## src/rtl/irq_route_pkg.sv

```systemverilog
`timescale 1ns/1ps
package irq_route_pkg;

    localparam int unsigned VEC_W  = 8;
    localparam int unsigned DEST_W = 8;
    localparam int unsigned WORD_W = 32;

    localparam int unsigned B_MODE_LO = 8;
    localparam int unsigned B_LOGICAL = 11;
    localparam int unsigned B_STATUS  = 12;
    localparam int unsigned B_POL     = 13;
    localparam int unsigned B_RIRR    = 14;
    localparam int unsigned B_TRIG    = 15;
    localparam int unsigned B_MASK    = 16;
    localparam int unsigned B_DEST_LO = 24;

    typedef enum logic [2:0] {
        DM_FIXED  = 3'b000,
        DM_LOWPRI = 3'b001,
        DM_SMI    = 3'b010,
        DM_RSV3   = 3'b011,
        DM_NMI    = 3'b100,
        DM_INIT   = 3'b101,
        DM_RSV6   = 3'b110,
        DM_EXTINT = 3'b111
    } dmode_e;

    typedef struct packed {
        logic [DEST_W-1:0] dest;
        logic              mask;
        logic              trig_lvl;
        logic              pol_low;
        logic              logical;
        dmode_e            mode;
        logic [VEC_W-1:0]  vector;
    } rte_cfg_t;

    localparam rte_cfg_t CFG_RESET = '{dest: '0, mask: 1'b1, trig_lvl: 1'b0,
                                       pol_low: 1'b0, logical: 1'b0,
                                       mode: DM_FIXED, vector: '0};

    function automatic logic forced_edge(dmode_e m);
        return (m == DM_SMI) || (m == DM_NMI) || (m == DM_INIT);
    endfunction

    function automatic logic vector_dropped(dmode_e m);
        return (m == DM_SMI) || (m == DM_NMI);
    endfunction

    function automatic logic [WORD_W-1:0] pack_lo(rte_cfg_t c, logic pend, logic rirr);
        logic [WORD_W-1:0] w;
        w = '0;
        w[VEC_W-1:0]             = c.vector;
        w[B_MODE_LO+2:B_MODE_LO] = c.mode;
        w[B_LOGICAL]             = c.logical;
        w[B_STATUS]              = pend;
        w[B_POL]                 = c.pol_low;
        w[B_RIRR]                = rirr;
        w[B_TRIG]                = c.trig_lvl;
        w[B_MASK]                = c.mask;
        return w;
    endfunction

    function automatic logic [WORD_W-1:0] pack_hi(rte_cfg_t c);
        logic [WORD_W-1:0] w;
        w = '0;
        w[B_DEST_LO+DEST_W-1:B_DEST_LO] = c.dest;
        return w;
    endfunction

endpackage

```

## src/rtl/irq_pin_slice.sv

```systemverilog
`timescale 1ns/1ps
module irq_pin_slice
    import irq_route_pkg::*;
#(
    parameter int SYNC_STAGES = 2
) (
    input  logic                clk,
    input  logic                rst,
    input  logic                pin_raw,
    input  logic                wr_lo,
    input  logic                wr_hi,
    input  logic [WORD_W-1:0]   wdata,
    input  logic                accept,
    input  logic                eoi_valid,
    input  logic [VEC_W-1:0]    eoi_vector,
    output rte_cfg_t            cfg,
    output logic                pending,
    output logic                rirr,
    output logic                level_mode
);

    rte_cfg_t               cfg_q;
    logic [SYNC_STAGES-1:0] sync_q;
    logic                   act, act_q;
    logic                   pend_q, rirr_q;
    logic                   edge_set, level_set, eoi_hit;

    always_comb begin
        act        = sync_q[SYNC_STAGES-1] ^ cfg_q.pol_low;
        level_mode = cfg_q.trig_lvl & ~forced_edge(cfg_q.mode);
        edge_set   = ~level_mode & ~cfg_q.mask & act & ~act_q;
        level_set  = level_mode & ~cfg_q.mask & act & ~rirr_q;
        eoi_hit    = eoi_valid & (eoi_vector == cfg_q.vector);
    end

    always_ff @(posedge clk) begin
        if (rst) begin
            cfg_q  <= CFG_RESET;
            sync_q <= '0;
            act_q  <= 1'b0;
            pend_q <= 1'b0;
            rirr_q <= 1'b0;
        end else begin
            sync_q <= {sync_q[SYNC_STAGES-2:0], pin_raw};
            act_q  <= act;
            if (wr_lo) begin
                cfg_q.vector   <= wdata[VEC_W-1:0];
                cfg_q.mode     <= dmode_e'(wdata[B_MODE_LO+2:B_MODE_LO]);
                cfg_q.logical  <= wdata[B_LOGICAL];
                cfg_q.pol_low  <= wdata[B_POL];
                cfg_q.trig_lvl <= wdata[B_TRIG];
                cfg_q.mask     <= wdata[B_MASK];
            end
            if (wr_hi) begin
                cfg_q.dest <= wdata[B_DEST_LO+DEST_W-1:B_DEST_LO];
            end
            if (accept) pend_q <= edge_set;
            else        pend_q <= pend_q | edge_set | level_set;
            rirr_q <= (accept & level_mode) | (rirr_q & ~eoi_hit);
        end
    end

    assign cfg     = cfg_q;
    assign pending = pend_q;
    assign rirr    = rirr_q;

endmodule

```

## src/rtl/irq_rr_arb.sv

```systemverilog
`timescale 1ns/1ps
module irq_rr_arb #(
    parameter int N = 24,
    localparam int GW = (N > 1) ? $clog2(N) : 1
) (
    input  logic          clk,
    input  logic          rst,
    input  logic [N-1:0]  req,
    input  logic          ready,
    output logic          valid,
    output logic [GW-1:0] gnt
);

    logic [GW-1:0] ptr_q, held_q, pick;
    logic          lock_q, found;

    always_comb begin
        int j;
        pick  = '0;
        found = 1'b0;
        for (int i = 0; i < N; i++) begin
            j = int'(ptr_q) + i;
            if (j >= N) j = j - N;
            if (!found && req[j]) begin
                found = 1'b1;
                pick  = GW'(j);
            end
        end
        valid = lock_q | found;
        gnt   = lock_q ? held_q : pick;
    end

    always_ff @(posedge clk) begin
        if (rst) begin
            ptr_q  <= '0;
            held_q <= '0;
            lock_q <= 1'b0;
        end else if (valid && ready) begin
            ptr_q  <= (gnt == GW'(N-1)) ? '0 : gnt + 1'b1;
            lock_q <= 1'b0;
        end else if (valid) begin
            lock_q <= 1'b1;
            held_q <= gnt;
        end
    end

endmodule

```

## src/rtl/irq_route_ctrl.sv

```systemverilog
`timescale 1ns/1ps
module irq_route_ctrl
    import irq_route_pkg::*;
#(
    parameter int          NUM_PINS    = 24,
    parameter int          SYNC_STAGES = 2,
    parameter logic [7:0]  IDX_BASE    = 8'h10
) (
    input  logic                clk,
    input  logic                rst,
    input  logic                idx_we,
    input  logic [7:0]          idx_wdata,
    input  logic                data_we,
    input  logic [31:0]         data_wdata,
    output logic [31:0]         data_rdata,
    input  logic [NUM_PINS-1:0] irq_pins,
    output logic                msg_valid,
    input  logic                msg_ready,
    output logic [7:0]          msg_vector,
    output logic [2:0]          msg_mode,
    output logic                msg_logical,
    output logic [7:0]          msg_dest,
    output logic                msg_level,
    input  logic                eoi_valid,
    input  logic [7:0]          eoi_vector
);

    localparam int GW    = (NUM_PINS > 1) ? $clog2(NUM_PINS) : 1;
    localparam int IDX_W = 8;

    logic [IDX_W-1:0]    idx_q, rel;
    logic [IDX_W-2:0]    ent_sel;
    logic                in_range;
    rte_cfg_t            cfg_a [NUM_PINS];
    logic [NUM_PINS-1:0] pend_v, rirr_v, lvl_v;
    logic [GW-1:0]       gnt;
    rte_cfg_t            cur;

    always_ff @(posedge clk) begin
        if (rst)         idx_q <= '0;
        else if (idx_we) idx_q <= idx_wdata;
    end

    always_comb begin
        rel      = idx_q - IDX_BASE;
        ent_sel  = rel[IDX_W-1:1];
        in_range = (idx_q >= IDX_BASE) && (int'(rel) < 2 * NUM_PINS);
    end

    for (genvar g = 0; g < NUM_PINS; g++) begin : g_pin
        logic sel;
        assign sel = in_range && (int'(ent_sel) == g);
        irq_pin_slice #(.SYNC_STAGES(SYNC_STAGES)) i_slice (
            .clk        (clk),
            .rst        (rst),
            .pin_raw    (irq_pins[g]),
            .wr_lo      (data_we & sel & ~idx_q[0]),
            .wr_hi      (data_we & sel &  idx_q[0]),
            .wdata      (data_wdata),
            .accept     (msg_valid & msg_ready & (int'(gnt) == g)),
            .eoi_valid  (eoi_valid),
            .eoi_vector (eoi_vector),
            .cfg        (cfg_a[g]),
            .pending    (pend_v[g]),
            .rirr       (rirr_v[g]),
            .level_mode (lvl_v[g])
        );
    end

    always_comb begin
        data_rdata = '0;
        for (int i = 0; i < NUM_PINS; i++) begin
            if (in_range && int'(ent_sel) == i) begin
                data_rdata = idx_q[0] ? pack_hi(cfg_a[i])
                                      : pack_lo(cfg_a[i], pend_v[i], rirr_v[i]);
            end
        end
    end

    irq_rr_arb #(.N(NUM_PINS)) i_arb (
        .clk   (clk),
        .rst   (rst),
        .req   (pend_v),
        .ready (msg_ready),
        .valid (msg_valid),
        .gnt   (gnt)
    );

    always_comb begin
        cur         = cfg_a[gnt];
        msg_vector  = vector_dropped(cur.mode) ? '0 : cur.vector;
        msg_mode    = cur.mode;
        msg_logical = cur.logical;
        msg_dest    = cur.dest;
        msg_level   = lvl_v[gnt];
    end

endmodule

```

## config.mk

```make
export PLATFORM = sky130hd
export DESIGN_NAME = irq_route_ctrl
export DESIGN_NICKNAME = d
export VERILOG_FILES = /design/src/rtl/irq_route_pkg.sv /design/src/rtl/irq_pin_slice.sv /design/src/rtl/irq_rr_arb.sv /design/src/rtl/irq_route_ctrl.sv
export SDC_FILE = /design/constraint.sdc
export NUM_CORES = 2
export LEC_CHECK = 0
export CAP_MARGIN = 20
export CORE_ASPECT_RATIO = 1.75
export CORE_UTILIZATION = 60
export CTS_CLUSTER_SIZE = 40
export DETAILED_ROUTE_END_ITERATION = 8
export GPL_ROUTABILITY_DRIVEN = 0
export MAX_ROUTING_LAYER = met4
export PLACE_DENSITY = 0.78
export SLEW_MARGIN = 40
export SYNTH_ARGS = -nofsm -noshare
export SYNTH_HDL_FRONTEND = slang
export SYNTH_SLANG_ARGS = --single-unit
```

## constraint.sdc

```tcl
create_clock -name clk -period 11.6 [get_ports clk]
set_clock_uncertainty 0.15 [all_clocks]
set_input_delay 2.9 -clock clk [delete_from_list [all_inputs] [get_ports clk]]
set_output_delay 2.9 -clock clk [all_outputs]
set_load 0.02 [all_outputs]
```

==> impl_metrics.tcl, run 1 <==
set metrics [dict create \
    cts_resized 0 \
    first_global_vias 48300 \
    error_line "[ERROR GRT-0116] Global routing finished with congestion. Check the congestion regions in the DRC Viewer." \
    syn_area_um2 42100 \
    syn_area_per_cell_um2 7.51 \
    synthMuxAreaShare 0.0844 \
    fp.dieH_um 352 \
    post_cts_buffers 0 \
    synth_cell_type_count 104 \
    ys.flop_type "dfxtp_1" \
    io_buffer_count 115 \
    clock-root-buffer "clkbuf_16" \
    clock_sinks 691 \
    grt_pass1_wl_um 328000 \
    synth-xor-area-share 0.0503 \
    synth_edf_count 0 \
    yosysWarnings 0 \
    synth_compound_area_frac 0.233 \
    synth_fa_ha_area_frac 0.0131 \
    grt-ovfl-total 290 \
    hold_buffers 0 \
    lastStage "global routing" \
    grt_use_total 0.616 \
    synth_top_family_by_area "simple AND/OR/NAND/NOR gates" \
    ys_ff_latch 691 \
    grt_max_degree 136 \
    dp_hpwl_um 131000 \
    seq_area_frac_synth 0.329 \
    cts_made_buffers 60 \
    die_w_um 202 \
    clock_path_buffers 3 \
    async_flop_share 0 \
    synthCells 5607 \
    ios 132 \
    htree_levels 2 \
    initial_utilization 0.606 \
    rows 128 \
    status "aborted with a tool error" \
    yosys.area_share.simple 0.241 \
]
[routing by layer]
layer	GRT usage	GRT overflow
met1	0.606	2
met2	0.813	165
met3	0.388	1
met4	0.583	122
met5	-	-
[Yosys cell counts (all sizes together), types with 41 or more instances]
| cell type | number | area (um^2) |
|---|---|---|
| nor2 | 292 | 1100 |
| nor3 | 101 | 527 |
| dfxtp | 691 | 13800 |
| inv | 70 | 263 |
| xnor2 | 65 | 588 |
| xor2 | 173 | 1530 |
| clkbuf | 345 | 1290 |
| a221oi | 62 | 543 |
| and2 | 82 | 513 |
| a22o | 58 | 508 |
| nand2 | 1341 | 5040 |
| a211oi | 79 | 598 |
| a22oi | 134 | 1010 |
| ha | 44 | 551 |
| and3 | 49 | 307 |
| buf | 101 | 523 |
| nor4 | 41 | 257 |
| a21oi | 684 | 3430 |
| nand3 | 144 | 726 |
| mux2 | 48 | 541 |
| o21ai | 128 | 644 |
| nand4 | 44 | 275 |
| nor2b | 70 | 438 |
| mux2i | 230 | 2310 |
[logic make-up after synthesis]
logic type,Yosys count
simple gates,2296
xor+xnor,238
fa+ha+maj,44
buf+inv,520
compound gates,1508
other cells,1
mux,309
flops,691
[stage by stage]
stage	worst slack (ps)	hold WS (ps)	instances	area, um^2
after floorplan	1820	261	5613	42100
after detailed placement	848	272	6366	44200
after CTS	137	279	6473	46300
after global placement	843	266	6364	44200
==> run 2: changes to the inputs <==
- CORE_ASPECT_RATIO: 1.75 -> default
- CORE_UTILIZATION: 60 -> 40
- CTS_CLUSTER_SIZE: 40 -> default
- MAX_ROUTING_LAYER: met4 -> default
- PLACE_DENSITY: 0.78 -> default
- PLACE_DENSITY_LB_ADDON: default -> 0.15
==> run 2 against run 1 <==
The flow now finishes, with violations (design-rule violations); synthesized cell count did not move; area after synthesis did not move.
==> impl_metrics.tcl, run 2 <==
set metrics [dict create \
    grt_max_degree 122 \
    fin_area_um2 47700 \
    leakagePower_nw 16.5 \
    arrival_ps 8390 \
    synth_edf_count 0 \
    grt_use_total 0.332 \
    syn_area_um2 42100 \
    io_buffer_count 115 \
    ios 132 \
    fillers 10500 \
    fmax_mhz 87.4 \
    drive_gt1_frac 0.0923 \
    place_area_um2 44700 \
    yosys-top-cells-count "nand2_1, dfxtp_1, a21oi_1" \
    fin_cells 6973 \
    mostFrequentLayoutCell "nand2_1" \
    critPathMaxStageDelay_ps 690 \
    syn_area_per_cell_um2 7.51 \
    fin_nets 5651 \
    r2r_start "i_arb.ptr_q[0]$_SDFFE_PP0P_" \
    slew-limit-headroom 0.367 \
    largest_reg_flops 552 \
    synthCells 5607 \
    critical_path.max_fanout 22 \
    clk_latency_ps 680 \
    setup_violations 0 \
    hold_viol 0 \
    die_w_um 326 \
    synth_cell_type_count 104 \
    worstHoldStart "g_pin[20].i_slice.act_q$_SDFF_PP0_" \
    ant_nets 0 \
    yosysMostFrequentCell "nand2_1" \
    clk_pin_slew_ps 60 \
    final_cell_mix "nand2_1, dfxtp_1, a21oi_1" \
    synth_top_area_share 0.329 \
    dp_slack_ps 476 \
    cts_made_buffers 81 \
    powerDensity_nw_per_um2 326 \
    synth_area_leaders "dfxtp_1, nand2_1, a21oi_1" \
    finalCriticalPeriod_ps 11440 \
    crit_type "flop to output port" \
    grt_pass1_wl_um 269000 \
    slowest_stage "clkdlybuf4s50_1" \
    seq_area_frac_synth 0.329 \
    dp_hpwl_um 130000 \
    htree_levels 3 \
    dpl.cell_count 6825 \
    core-area_um2 104000 \
    vias_per_cell 6.24 \
    hold_buffers 0 \
    first_global_vias 40700 \
    vdd_drop_max_v 0.000924 \
    antenna_found_initial 10 \
    grt-ovfl-total 0 \
    ys_ff_latch 691 \
    status "finished with violations" \
    drt_iter0_drc 4839 \
    dr_total_vias 43500 \
    drt-wirelength-per-cell_um 26.3 \
    worstPathRequired_ps 8550 \
    initial_utilization 0.405 \
    crit_top_cell "buf_4" \
    min_path_type "flop to flop" \
    synth_top_area_cell "dfxtp_1" \
    maxCapViolCount 0 \
    die_area_um2 107000 \
    cts_tree "done" \
    wl_um 184000 \
    final-seq-area_um2 13800 \
    fp.dieH_um 326 \
    clock_sinks 691 \
    slew_violations 0 \
    ys.flop_type "dfxtp_1" \
    hold_ws_ps 277 \
    rows 118 \
    critical_path.endpoint_type "output port" \
    fin_total_pwr_mw 15.5 \
    start_kind "flop" \
    clock_path_buffers 3 \
    firstDrtPassIters 9 \
    failed_checks "design-rule violations" \
    period_share 0.986 \
    finalWorstSetupSlack_ps 161 \
    area_delta_synth_final_pct 13.2 \
    yosysWarnings 0 \
    timing.critical_path.cells "buf_4 -> ha_1 -> buf_4 -> nor2b_1 -> xnor2_1 -> inv_1 -> ha_1 -> o21ai_0 -> o21ai_0 -> a211oi_1 -> buf_4 -> nor2_1 -> a21o_1 -> a2111oi_0 -> o2111ai_1 -> o32a_1 -> nand2_4 -> mux2i_1 -> mux2i_1 -> a22oi_1 -> a31oi_2 -> xor2_4 -> a21oi_2 -> clkdlybuf4s50_1" \
    worstMarginPinSlew_ps 942 \
    detail_route.drc_violations 8 \
    async_flop_share 0 \
    critPathLaunch "i_arb.ptr_q[2]$_SDFFE_PP0P_" \
    multi_input_area_um2 26600 \
    clock-root-buffer "clkbuf_16" \
]
[run 2: cells by family after synthesis]
family                     Yosys count  share of synthesized area
and+or+nand+nor                   2296                      0.241
AOI/OAI and AO/OA                 1508                      0.233
DFF                                691                      0.329
buffers and inverters              520                     0.0498
muxes                              309                     0.0844
xor gates and xnor gates           238                     0.0503
adders and majority gates           44                     0.0131
other                                1                  0.0000891
[run 2: critical path: cells and delay by family, from the launching register on]
kind / cells / cell delay (ps)
AOI/OAI and AO/OA: 10 / 3170
buffers and inverters: 5 / 1440
and+or+nand+nor: 3 / 770
muxes: 2 / 770
adders and majority gates: 2 / 530
xor gates and xnor gates: 2 / 530
DFF: 1 / 470
[run 2: routing by layer]
layer / up-vias / GRT usage / routed length, um
li1: 19800 / - / -
met2: 2462 / 0.526 / 82400
met3: 651 / 0.0637 / 17200
met4: 6 / 0.220 / 13800
met1: 20600 / 0.411 / 70300
met5: - / 0 / 34
[run 2: power breakdown]
group | switching [mW] | leakage, nW | internal, mW
clock | 1.12 | 1.33 | 1.58
sequential | 0.0462 | 5.58 | 2.40
combinational | 7.04 | 9.61 | 3.36
[run 2: worst paths after layout]
check	endpoint	slack, ps	depth (start not counted)
hold reg to reg	g_pin[20].i_slice.pending$_SDFF_PP0_	280	1
setup / recovery	msg_vector[6]	160	24
setup reg to reg	g_pin[8].i_slice.rirr$_SDFF_PP0_	4510	23
hold / removal	g_pin[20].i_slice.pending$_SDFF_PP0_	280	1
[run 2: metrics by stage]
step,util,setup TNS (ps)
after floorplan,-,0
after global placement,0.430,0
after detailed placement,0.430,0
after CTS,0.457,-92.8
after global routing,0.458,-40.3
final,0.459,0
[run 2: repair_timing]
item	CTS	global route
gates resized for setup	4	31
setup buffers	0	1
setup endpoints to repair	9	19
pin swaps	0	2
[run 2: area by class of cell]
class                      instances  area share
tap                             1380      0.0362
multi-input combinational       4402       0.559
sequential                       691       0.290
inverter                          74     0.00599
timing repair buffer             279      0.0513
clock inverter                    29     0.00843
clock buffer                     114      0.0487
antenna                            4    0.000210
(Power assumes the default switching activity.)
